===== config.mk =====
export PLATFORM = sky130hd
export DESIGN_NAME = spim_top
export DESIGN_NICKNAME = d
export VERILOG_FILES = /design/src/rtl/spim_pkg.sv /design/src/rtl/spim_baud.sv /design/src/rtl/spim_shift.sv /design/src/rtl/spim_regs.sv /design/src/rtl/spim_top.sv
export SDC_FILE = /design/constraint.sdc
export NUM_CORES = 1
export LEC_CHECK = 0
export ABC_AREA = 1
export BUFFER_PORTS_ARGS = -buffer_cell sky130_fd_sc_hd__buf_2
export CORE_ASPECT_RATIO = 2
export CORE_MARGIN = 5
export CORE_UTILIZATION = 65
export CTS_CLUSTER_DIAMETER = 60
export DETAILED_ROUTE_END_ITERATION = 10
export GPL_TIMING_DRIVEN = 0
export PLACE_DENSITY = 0.85
export SLEW_MARGIN = 15
export SYNTH_ARGS = -nofsm -noshare
export SYNTH_HDL_FRONTEND = slang
export SYNTH_SLANG_ARGS = --single-unit

===== constraint.sdc =====
create_clock -name clk -period 3.4 [get_ports clk]
set_input_delay 0.17 -clock clk [delete_from_list [all_inputs] [get_ports clk]]
set_output_delay 0.17 -clock clk [all_outputs]
set_load 0.02 [all_outputs]

===== src/rtl/spim_pkg.sv =====
package spim_pkg;
   localparam int unsigned FRAME_MAX = 32;

   localparam logic [2:0] AD_CTRL = 3'd0;
   localparam logic [2:0] AD_STAT = 3'd1;
   localparam logic [2:0] AD_RATE = 3'd2;
   localparam logic [2:0] AD_CMD  = 3'd3;
   localparam logic [2:0] AD_DATA = 3'd4;

   typedef struct packed {
      logic       cpha;
      logic       cpol;
      logic       hold;
      logic       lsb;
      logic [3:0] len_code;
   } cmd_t;

   // Mixed frame-length encoding: long frames use the low codes.
   function automatic logic [5:0] frame_bits(input logic [3:0] code);
      logic [5:0] n;
      case (code)
         4'h0:                   n = 6'd20;
         4'h1:                   n = 6'd24;
         4'h2:                   n = 6'd32;
         4'h3, 4'h4, 4'h5, 4'h6: n = 6'd8;
         default:                n = {2'b00, code} + 6'd1;
      endcase
      return n;
   endfunction
endpackage


===== src/rtl/spim_baud.sv =====
module spim_baud #(
   parameter int RATE_W = 8
) (
   input  logic              clk,
   input  logic              rst_n,
   input  logic              run,
   input  logic [RATE_W-1:0] rate,
   output logic              tick
);
   logic [RATE_W-1:0] cnt;

   always_ff @(posedge clk or negedge rst_n) begin
      if (!rst_n)                  cnt <= '0;
      else if (!run || cnt == rate) cnt <= '0;
      else                         cnt <= cnt + 1'b1;
   end

   assign tick = run && (cnt == rate);
endmodule


===== src/rtl/spim_shift.sv =====
module spim_shift #(
   parameter int FRAME_W = 32,
   parameter int RATE_W  = 8
) (
   input  logic               clk,
   input  logic               rst_n,
   input  logic               en,
   input  logic               start,
   input  logic [FRAME_W-1:0] tx_word,
   input  logic [3:0]         len_code,
   input  logic               lsb_in,
   input  logic               cpol_in,
   input  logic               cpha_in,
   input  logic [RATE_W-1:0]  rate_in,
   input  logic               miso,
   output logic               busy,
   output logic               sclk,
   output logic               mosi,
   output logic               done,
   output logic [FRAME_W-1:0] rx_word
);
   localparam int IDX_W = $clog2(FRAME_W);
   localparam int CW    = IDX_W + 1;
   localparam int HW    = CW + 1;

   logic               lsb_f, cpol_f, cpha_f, tog, tick;
   logic [RATE_W-1:0]  rate_f;
   logic [FRAME_W-1:0] txw, rxw, rx_nxt;
   logic [CW-1:0]      nbits, ocnt, sidx;
   logic [HW-1:0]      hc, last;
   logic [IDX_W-1:0]   s_pos, o_pos;
   logic               sample_now, adv;

   spim_baud #(.RATE_W(RATE_W)) u_baud (
      .clk(clk), .rst_n(rst_n), .run(busy), .rate(rate_f), .tick(tick)
   );

   assign sidx       = hc[HW-1:1];
   assign last       = {nbits, 1'b0} - 1'b1;
   assign s_pos      = IDX_W'(lsb_f ? sidx : nbits - 1'b1 - sidx);
   assign o_pos      = IDX_W'(lsb_f ? ocnt : nbits - 1'b1 - ocnt);
   assign sample_now = tick && (hc[0] == cpha_f);
   // Output advances on trailing edges (phase 0) or later leading edges (phase 1).
   assign adv        = cpha_f ? (!hc[0] && hc != '0) : (hc[0] && hc != last);

   always_comb begin
      rx_nxt = rxw;
      if (sample_now) rx_nxt[s_pos] = miso;
   end

   always_ff @(posedge clk or negedge rst_n) begin
      if (!rst_n) begin
         busy <= 1'b0; done <= 1'b0; tog <= 1'b0;
         lsb_f <= 1'b0; cpol_f <= 1'b0; cpha_f <= 1'b0;
         rate_f <= '0; txw <= '0; rxw <= '0; rx_word <= '0;
         nbits <= CW'(8); hc <= '0; ocnt <= '0;
      end else begin
         done <= 1'b0;
         if (!busy) begin
            if (start && en) begin
               busy   <= 1'b1;
               lsb_f  <= lsb_in;
               cpol_f <= cpol_in;
               cpha_f <= cpha_in;
               rate_f <= rate_in;
               txw    <= tx_word;
               nbits  <= CW'(spim_pkg::frame_bits(len_code));
               hc     <= '0;
               ocnt   <= '0;
               rxw    <= '0;
               tog    <= 1'b0;
            end
         end else if (!en) begin
            busy <= 1'b0;
            tog  <= 1'b0;
         end else if (tick) begin
            tog <= ~tog;
            hc  <= hc + 1'b1;
            rxw <= rx_nxt;
            if (adv) ocnt <= ocnt + 1'b1;
            if (hc == last) begin
               busy    <= 1'b0;
               done    <= 1'b1;
               rx_word <= rx_nxt;
            end
         end
      end
   end

   assign sclk = busy ? (cpol_f ^ tog) : cpol_in;
   assign mosi = txw[o_pos];
endmodule


===== src/rtl/spim_regs.sv =====
module spim_regs
   import spim_pkg::*;
#(
   parameter int BUS_W   = 32,
   parameter int FRAME_W = 32,
   parameter int RATE_W  = 8,
   parameter bit IRQ_REG = 1'b0
) (
   input  logic               clk,
   input  logic               rst_n,
   input  logic [2:0]         addr,
   input  logic               wr_en,
   input  logic               rd_en,
   input  logic               wide,
   input  logic [BUS_W-1:0]   wdata,
   output logic [BUS_W-1:0]   rdata,
   input  logic               busy,
   input  logic               done,
   input  logic [FRAME_W-1:0] rx_word,
   output logic               start,
   output logic [FRAME_W-1:0] tx_word,
   output cmd_t               cmd,
   output logic [RATE_W-1:0]  rate,
   output logic               en,
   output logic               txonly,
   output logic               rxfull,
   output logic               ovr,
   output logic               rd_data,
   output logic               irq
);
   logic [3:0]         ctrl;
   logic               txempty, wr_data, irq_raw;
   logic [FRAME_W-1:0] rxbuf;

   assign en      = ctrl[0];
   assign txonly  = ctrl[1];
   assign wr_data = wr_en && wide && (addr == AD_DATA);
   assign rd_data = rd_en && wide && (addr == AD_DATA);
   assign start   = en && !txempty && !busy;

   always_ff @(posedge clk or negedge rst_n) begin
      if (!rst_n) begin
         ctrl <= '0; rate <= '0; cmd <= '0; tx_word <= '0;
         txempty <= 1'b1; rxbuf <= '0; rxfull <= 1'b0; ovr <= 1'b0;
      end else begin
         if (wr_en && addr == AD_CTRL) ctrl <= wdata[3:0];
         if (wr_en && addr == AD_RATE) rate <= wdata[RATE_W-1:0];
         if (wr_en && addr == AD_CMD)  cmd  <= cmd_t'(wdata[7:0]);
         if (wr_data) begin
            tx_word <= wdata[FRAME_W-1:0];
            txempty <= 1'b0;
         end else if (start) begin
            txempty <= 1'b1;
         end
         if (wr_en && addr == AD_STAT && !wdata[2]) ovr <= 1'b0;
         if (done && !txonly) begin
            if (rxfull && !rd_data) begin
               ovr <= 1'b1;
            end else begin
               rxbuf  <= rx_word;
               rxfull <= 1'b1;
            end
         end else if (rd_data) begin
            rxfull <= 1'b0;
         end
      end
   end

   always_comb begin
      case (addr)
         AD_CTRL: rdata = BUS_W'(ctrl);
         AD_STAT: rdata = BUS_W'({ovr, txempty, rxfull});
         AD_RATE: rdata = BUS_W'(rate);
         AD_CMD:  rdata = BUS_W'(cmd);
         AD_DATA: rdata = wide ? BUS_W'(rxbuf) : '0;
         default: rdata = '0;
      endcase
   end

   assign irq_raw = (rxfull && ctrl[3]) || (txempty && ctrl[2]);

   generate
      if (IRQ_REG) begin : g_irq_flop
         logic irq_q;
         always_ff @(posedge clk or negedge rst_n) begin
            if (!rst_n) irq_q <= 1'b0;
            else        irq_q <= irq_raw;
         end
         assign irq = irq_q;
      end else begin : g_irq_comb
         assign irq = irq_raw;
      end
   endgenerate
endmodule


===== src/rtl/spim_top.sv =====
module spim_top
   import spim_pkg::*;
#(
   parameter int BUS_W   = 32,
   parameter int FRAME_W = 32,
   parameter int RATE_W  = 8,
   parameter bit IRQ_REG = 1'b0
) (
   input  logic             clk,
   input  logic             rst_n,
   input  logic [2:0]       bus_addr,
   input  logic             bus_wr,
   input  logic             bus_rd,
   input  logic             bus_wide,
   input  logic [BUS_W-1:0] bus_wdata,
   output logic [BUS_W-1:0] bus_rdata,
   output logic             spi_sclk,
   output logic             spi_mosi,
   input  logic             spi_miso,
   output logic             spi_ss_n,
   output logic             irq
);
   generate
      if (FRAME_W != FRAME_MAX) begin : g_bad_frame
         $error("FRAME_W must match the longest encoded frame");
      end
      if (BUS_W < FRAME_W) begin : g_bad_bus
         $error("BUS_W must hold a whole frame");
      end
      if (RATE_W < 1) begin : g_bad_rate
         $error("RATE_W must be at least 1");
      end
   endgenerate

   logic               busy, done, start, en, txonly, rxfull, ovr, rd_data;
   logic [FRAME_W-1:0] rx_word, tx_word;
   logic [RATE_W-1:0]  rate;
   cmd_t               cmd;

   spim_regs #(
      .BUS_W(BUS_W), .FRAME_W(FRAME_W), .RATE_W(RATE_W), .IRQ_REG(IRQ_REG)
   ) u_regs (
      .clk(clk), .rst_n(rst_n), .addr(bus_addr), .wr_en(bus_wr),
      .rd_en(bus_rd), .wide(bus_wide), .wdata(bus_wdata), .rdata(bus_rdata),
      .busy(busy), .done(done), .rx_word(rx_word), .start(start),
      .tx_word(tx_word), .cmd(cmd), .rate(rate), .en(en), .txonly(txonly),
      .rxfull(rxfull), .ovr(ovr), .rd_data(rd_data), .irq(irq)
   );

   spim_shift #(.FRAME_W(FRAME_W), .RATE_W(RATE_W)) u_shift (
      .clk(clk), .rst_n(rst_n), .en(en), .start(start), .tx_word(tx_word),
      .len_code(cmd.len_code), .lsb_in(cmd.lsb), .cpol_in(cmd.cpol),
      .cpha_in(cmd.cpha), .rate_in(rate), .miso(spi_miso), .busy(busy),
      .sclk(spi_sclk), .mosi(spi_mosi), .done(done), .rx_word(rx_word)
   );

   assign spi_ss_n = !(busy || (en && cmd.hold));
endmodule


==> metrics.txt <==
# TYPE chip_impl_metric gauge
chip_impl_metric{name="share_clk_of_total_power",unit=""} 0.239
chip_impl_metric{name="routabilityCongestion",unit=""} 0.9585
chip_impl_metric{name="grt_util_all_layers",unit=""} 0.3326
chip_impl_metric{name="clkTransAtPathRegs",unit="ps"} 70
chip_impl_metric{name="placement.cell_area",unit="µm²"} 11760
chip_impl_info{name="hp-class",value="in2reg"} 1
chip_impl_metric{name="maximum_number_of_pins_on_one_net_before_global_route_repair",unit=""} 104
chip_impl_info{name="cts_tree",value="yes"} 1
chip_impl_metric{name="power.leakage",unit="nW"} 6.251
chip_impl_metric{name="synth.ff_latch_count",unit=""} 223
chip_impl_metric{name="grt_first_pass_wirelength",unit="mm"} 51.48
chip_impl_metric{name="drt_iter0_drc",unit=""} 690
chip_impl_metric{name="design.core.area",unit="µm²"} 16770
chip_impl_metric{name="io_buffers",unit=""} 76
chip_impl_metric{name="worst_pin_slew",unit="ps"} 609.2
chip_impl_metric{name="n_fill_cell",unit=""} 1148
chip_impl_metric{name="met2_usage",unit=""} 0.6017
chip_impl_metric{name="setup_total_negative_slack",unit="ps"} 0
chip_impl_metric{name="ir_drop",unit="V"} 0.0006325
chip_impl_metric{name="gr-usage-met1",unit=""} 0.3372
chip_impl_info{name="r2r_start",value="u_shift.nbits[0]"} 1
chip_impl_metric{name="met3_usage",unit=""} 0.03839
chip_impl_metric{name="final_period_minus_worst_setup_slack",unit="ps"} 3312
chip_impl_metric{name="switchingPower",unit="mW"} 4.106
chip_impl_info{name="root_buffer",value="clkbuf_16"} 1
chip_impl_metric{name="timing.critical_path.required",unit="ps"} 3230
chip_impl_metric{name="timing.critical_path.fanout_max",unit=""} 4
chip_impl_metric{name="via_per_inst",unit=""} 5.970
chip_impl_metric{name="drc_errors",unit=""} 0
chip_impl_metric{name="routed_wl",unit="mm"} 32.37
chip_impl_metric{name="cts.htree.levels",unit=""} 1
chip_impl_info{name="leading_cell_type_in_the_layout_fill_and_taps_excluded",value="nand2_1"} 1
chip_impl_metric{name="vias",unit=""} 9684
chip_impl_metric{name="detailed_place_hpwl",unit="mm"} 22.71
chip_impl_metric{name="ctsLongestPathBuffers",unit=""} 3
chip_impl_metric{name="p_seq_frac",unit=""} 0.359
chip_impl_metric{name="syn_to_final_growth",unit="%"} 15.58
chip_impl_info{name="ys_dominant_reg_cell",value="dfrtp_1"} 1
chip_impl_metric{name="design.die.area",unit="µm²"} 19880
chip_impl_metric{name="intPower",unit="mW"} 5.739
chip_impl_info{name="outcome",value="finished clean"} 1
chip_impl_metric{name="detail-route-antenna-nets",unit=""} 0
chip_impl_metric{name="chipHeight",unit="µm"} 194.5
chip_impl_metric{name="synthCells",unit=""} 1269
chip_impl_metric{name="design.portCount",unit=""} 77
chip_impl_metric{name="numCtsBuffers",unit=""} 21
chip_impl_metric{name="post_synth_instance_area",unit="µm²"} 11060
chip_impl_info{name="mostFrequentLayoutCells",value="nand2_1, dfrtp_1, nand3_1, inv_1, o21ai_0"} 1
chip_impl_metric{name="fin_worst_skew",unit="ps"} 11.59
chip_impl_metric{name="wl_per_cell",unit="µm"} 19.96
chip_impl_info{name="critical_path.startpoint_type",value="flip-flop"} 1
chip_impl_metric{name="die_w",unit="µm"} 102.2
chip_impl_metric{name="headroom_to_the_max_slew_limit",unit=""} 0.5917
chip_impl_metric{name="clk_sink_count",unit=""} 223
chip_impl_metric{name="critical_path.max_stage_delay",unit="ps"} 480
chip_impl_metric{name="synthesis.yosys.warnings",unit=""} 0
chip_impl_metric{name="syn_avg_cell_area",unit="µm²"} 8.715
chip_impl_metric{name="worst_skew_pair.late_latency",unit="ps"} 510
chip_impl_metric{name="firstDrtPassIters",unit=""} 7
chip_impl_metric{name="synthArstFlopShare",unit=""} 1.000
chip_impl_metric{name="fmaxAchievable",unit="GHz"} 0.3019
chip_impl_metric{name="power.switching_fraction",unit=""} 0.4171
chip_impl_metric{name="mappedNetlistNets",unit=""} 1329
chip_impl_metric{name="portion_of_total_power_attributed_to_combinational_logic",unit=""} 0.402
chip_impl_info{name="cp_cell_sequence",value="inv_1 -> ha_2 -> fa_2 -> buf_4 -> o21ai_2 -> o21ai_0 -> o22ai_1 -> nand2_1 -> nand3_1 -> nand2_1 -> o21ai_1 -> buf_4"} 1
chip_impl_metric{name="reg2regPathDepth",unit=""} 14
chip_impl_metric{name="power-per-cell-area",unit="nW/µm²"} 770.2
chip_impl_metric{name="final_layout_size_suffix_gt1_frac",unit=""} 0.1682
chip_impl_metric{name="antenna_violations_before_repair",unit=""} 0
chip_impl_info{name="critical_path.reg2reg.endpoint",value="u_shift.rx_word[0]"} 1
chip_impl_metric{name="drv.max_cap_violation_count",unit=""} 0
chip_impl_metric{name="layout.cell_area.non_filler",unit="µm²"} 12780
chip_impl_info{name="crit_path_top_delay_cell",value="fa_2"} 1
chip_impl_metric{name="overflow",unit=""} 0
chip_impl_metric{name="n_antenna_cell",unit=""} 0
chip_impl_info{name="critPathCaptureType",value="output pin"} 1
chip_impl_metric{name="final_nets",unit=""} 1460
chip_impl_metric{name="initial_core_util",unit=""} 0.6596
chip_impl_metric{name="share_of_the_yosys_chip_area_belonging_to_registers",unit=""} 0.5048
chip_impl_metric{name="finalSetupViolCount",unit=""} 0
chip_impl_info{name="whs_endpoint",value="u_regs.tx_word[4]"} 1
chip_impl_info{name="timing.setup.critical_path_class",value="reg2out"} 1
chip_impl_info{name="worstHoldStart",value="bus_wdata[4]"} 1
chip_impl_metric{name="first_global_vias",unit=""} 10110
chip_impl_metric{name="final_cycle_share",unit=""} 0.9741
chip_impl_info{name="grt_busiest_layer",value="met2"} 1
chip_impl_metric{name="final_count_of_pins_violating_max_slew",unit=""} 0
chip_impl_metric{name="yosysUniqueCellTypes",unit=""} 52
chip_impl_metric{name="hold_path_depth",unit=""} 3
chip_impl_metric{name="register_to_register_path_setup_slack",unit="ps"} 370
chip_impl_metric{name="placementRows",unit=""} 67
chip_impl_metric{name="synth_enable_flop_cells",unit=""} 0
chip_impl_metric{name="arrival_time_at_the_worst_endpoint",unit="ps"} 3140
chip_impl_metric{name="timing_hold_violations_final",unit=""} 0
## critical path, delay by kind of cell, from the launching register on
| kind | cells | cell delay [ps] |
|---|---|---|
| AO/OA/AOI/OAI | 4 | 700 |
| flip-flops | 1 | 410 |
| buffers and inverters | 3 | 430 |
| AND/OR/NAND/NOR | 3 | 220 |
| adder cells (fa/ha/maj) | 2 | 860 |
## Yosys cell counts, types with 7 or more instances
cell type	instances	share of area
nand2_1	352	0.12
nor3_1	11	0.0050
inv_1	88	0.030
a21oi_1	39	0.018
buf_2	10	0.0045
xor2_1	9	0.0071
nor2_1	84	0.029
nand3_1	125	0.057
o22ai_1	9	0.0051
o21ai_0	86	0.039
nand3_2	19	0.017
nor2_2	9	0.0051
nand4_1	12	0.0068
clkbuf_1	24	0.0081
xnor2_1	9	0.0071
buf_6	7	0.0071
mux2_2	32	0.033
ha_1	17	0.019
o21bai_1	32	0.022
dfrtp_1	221	0.50
## stage by stage
| stage | util | hold WS (ps) | total power [mW] | worst slack (ps) | cells |
|---|---|---|---|---|---|
| floorplan | - | -125.6 | 6.136 | 1006 | 1269 |
| global placement | 0.6978 | 417.2 | 7.011 | -1503 | 1552 |
| detailed placement | 0.7016 | 63.61 | 7.174 | 488.0 | 1554 |
| CTS | 0.7596 | 5.639 | 9.589 | 57.04 | 1620 |
| global route | 0.7624 | 30.39 | 10.40 | -39.51 | 1622 |
| finish | 0.7624 | 3.490 | 9.845 | 88.11 | 1622 |
## power groups by stage
stage / combinational [mW] / clock [mW] / sequential [mW]
after floorplan: 2.72 / 0 / 3.41
after global placement: 3.48 / 0 / 3.53
after detailed placement: 3.63 / 0 / 3.55
after CTS: 3.72 / 2.36 / 3.51
after global routing: 4.36 / 2.46 / 3.57
final: 3.95 / 2.35 / 3.54
## layout make-up
class                      count  area (µm²)  area share
buffer                        47       264.0     0.02065
tap                          207       259.0     0.02026
inverter                     101       401.6     0.03142
clock inverter                11       95.09    0.007439
sequential                   223        5583      0.4368
multi-input combinational    899        4856      0.3799
timing repair buffer         107       735.7     0.05756
clock buffer                  27       588.1     0.04601
## sequential cells by signal, summed over array words and instances, names as in the netlist, 8 cells and up
name                flops
u_regs.rxbuf           32
u_regs.tx_word         32
u_shift.rx_word        32
u_shift.rxw            32
u_shift.txw            32
u_regs.cmd              8
u_regs.rate             8
u_shift.rate_f          8
u_shift.u_baud.cnt      8
## how the worst max path moves through the flow
| stage | start | slack (ps) | cells past startpoint | to |
|---|---|---|---|---|
| after floorplan | u_shift.nbits[0] | 1010 | 11 | spi_mosi |
| after global placement | rst_n | -1500 | 1 | u_shift.rxw[24] |
| after detailed placement | u_shift.nbits[0] | 490 | 12 | spi_mosi |
| after CTS | u_shift.nbits[0] | 60 | 12 | spi_mosi |
| after global routing | u_shift.nbits[0] | -40 | 12 | spi_mosi |
| final | u_shift.nbits[0] | 90 | 12 | spi_mosi |
## kinds of logic after synthesis
group                      after synthesis  share of synthesized area
buffers and inverters                  148                    0.05996
muxes                                   32                    0.03258
xor gates and xnor gates                18                    0.01426
AOI/OAI and AO/OA                      193                     0.1041
and+or+nand+nor                        636                     0.2615
adders and majority gates               19                    0.02285
DFF                                    223                     0.5048
## repair_timing
item | in CTS | in global routing
pin swaps | 0 | 3
hold buffers | 28 | 0
setup buffers | 0 | 1
gates cloned | 0 | 1
resized for setup | 2 | 8
setup endpoints to repair | 1 | 1
hold endpoints to repair | 252 | 0
## layer usage
| metal | vias to the layer above | share of wire |
|---|---|---|
| li1 | 4450 | - |
| met3 | 168 | 0.046 |
| met4 | 0 | 0.096 |
| met5 | - | 0 |
| met2 | 413 | 0.54 |
| met1 | 4653 | 0.32 |
Power figures use the tool's default switching activity.
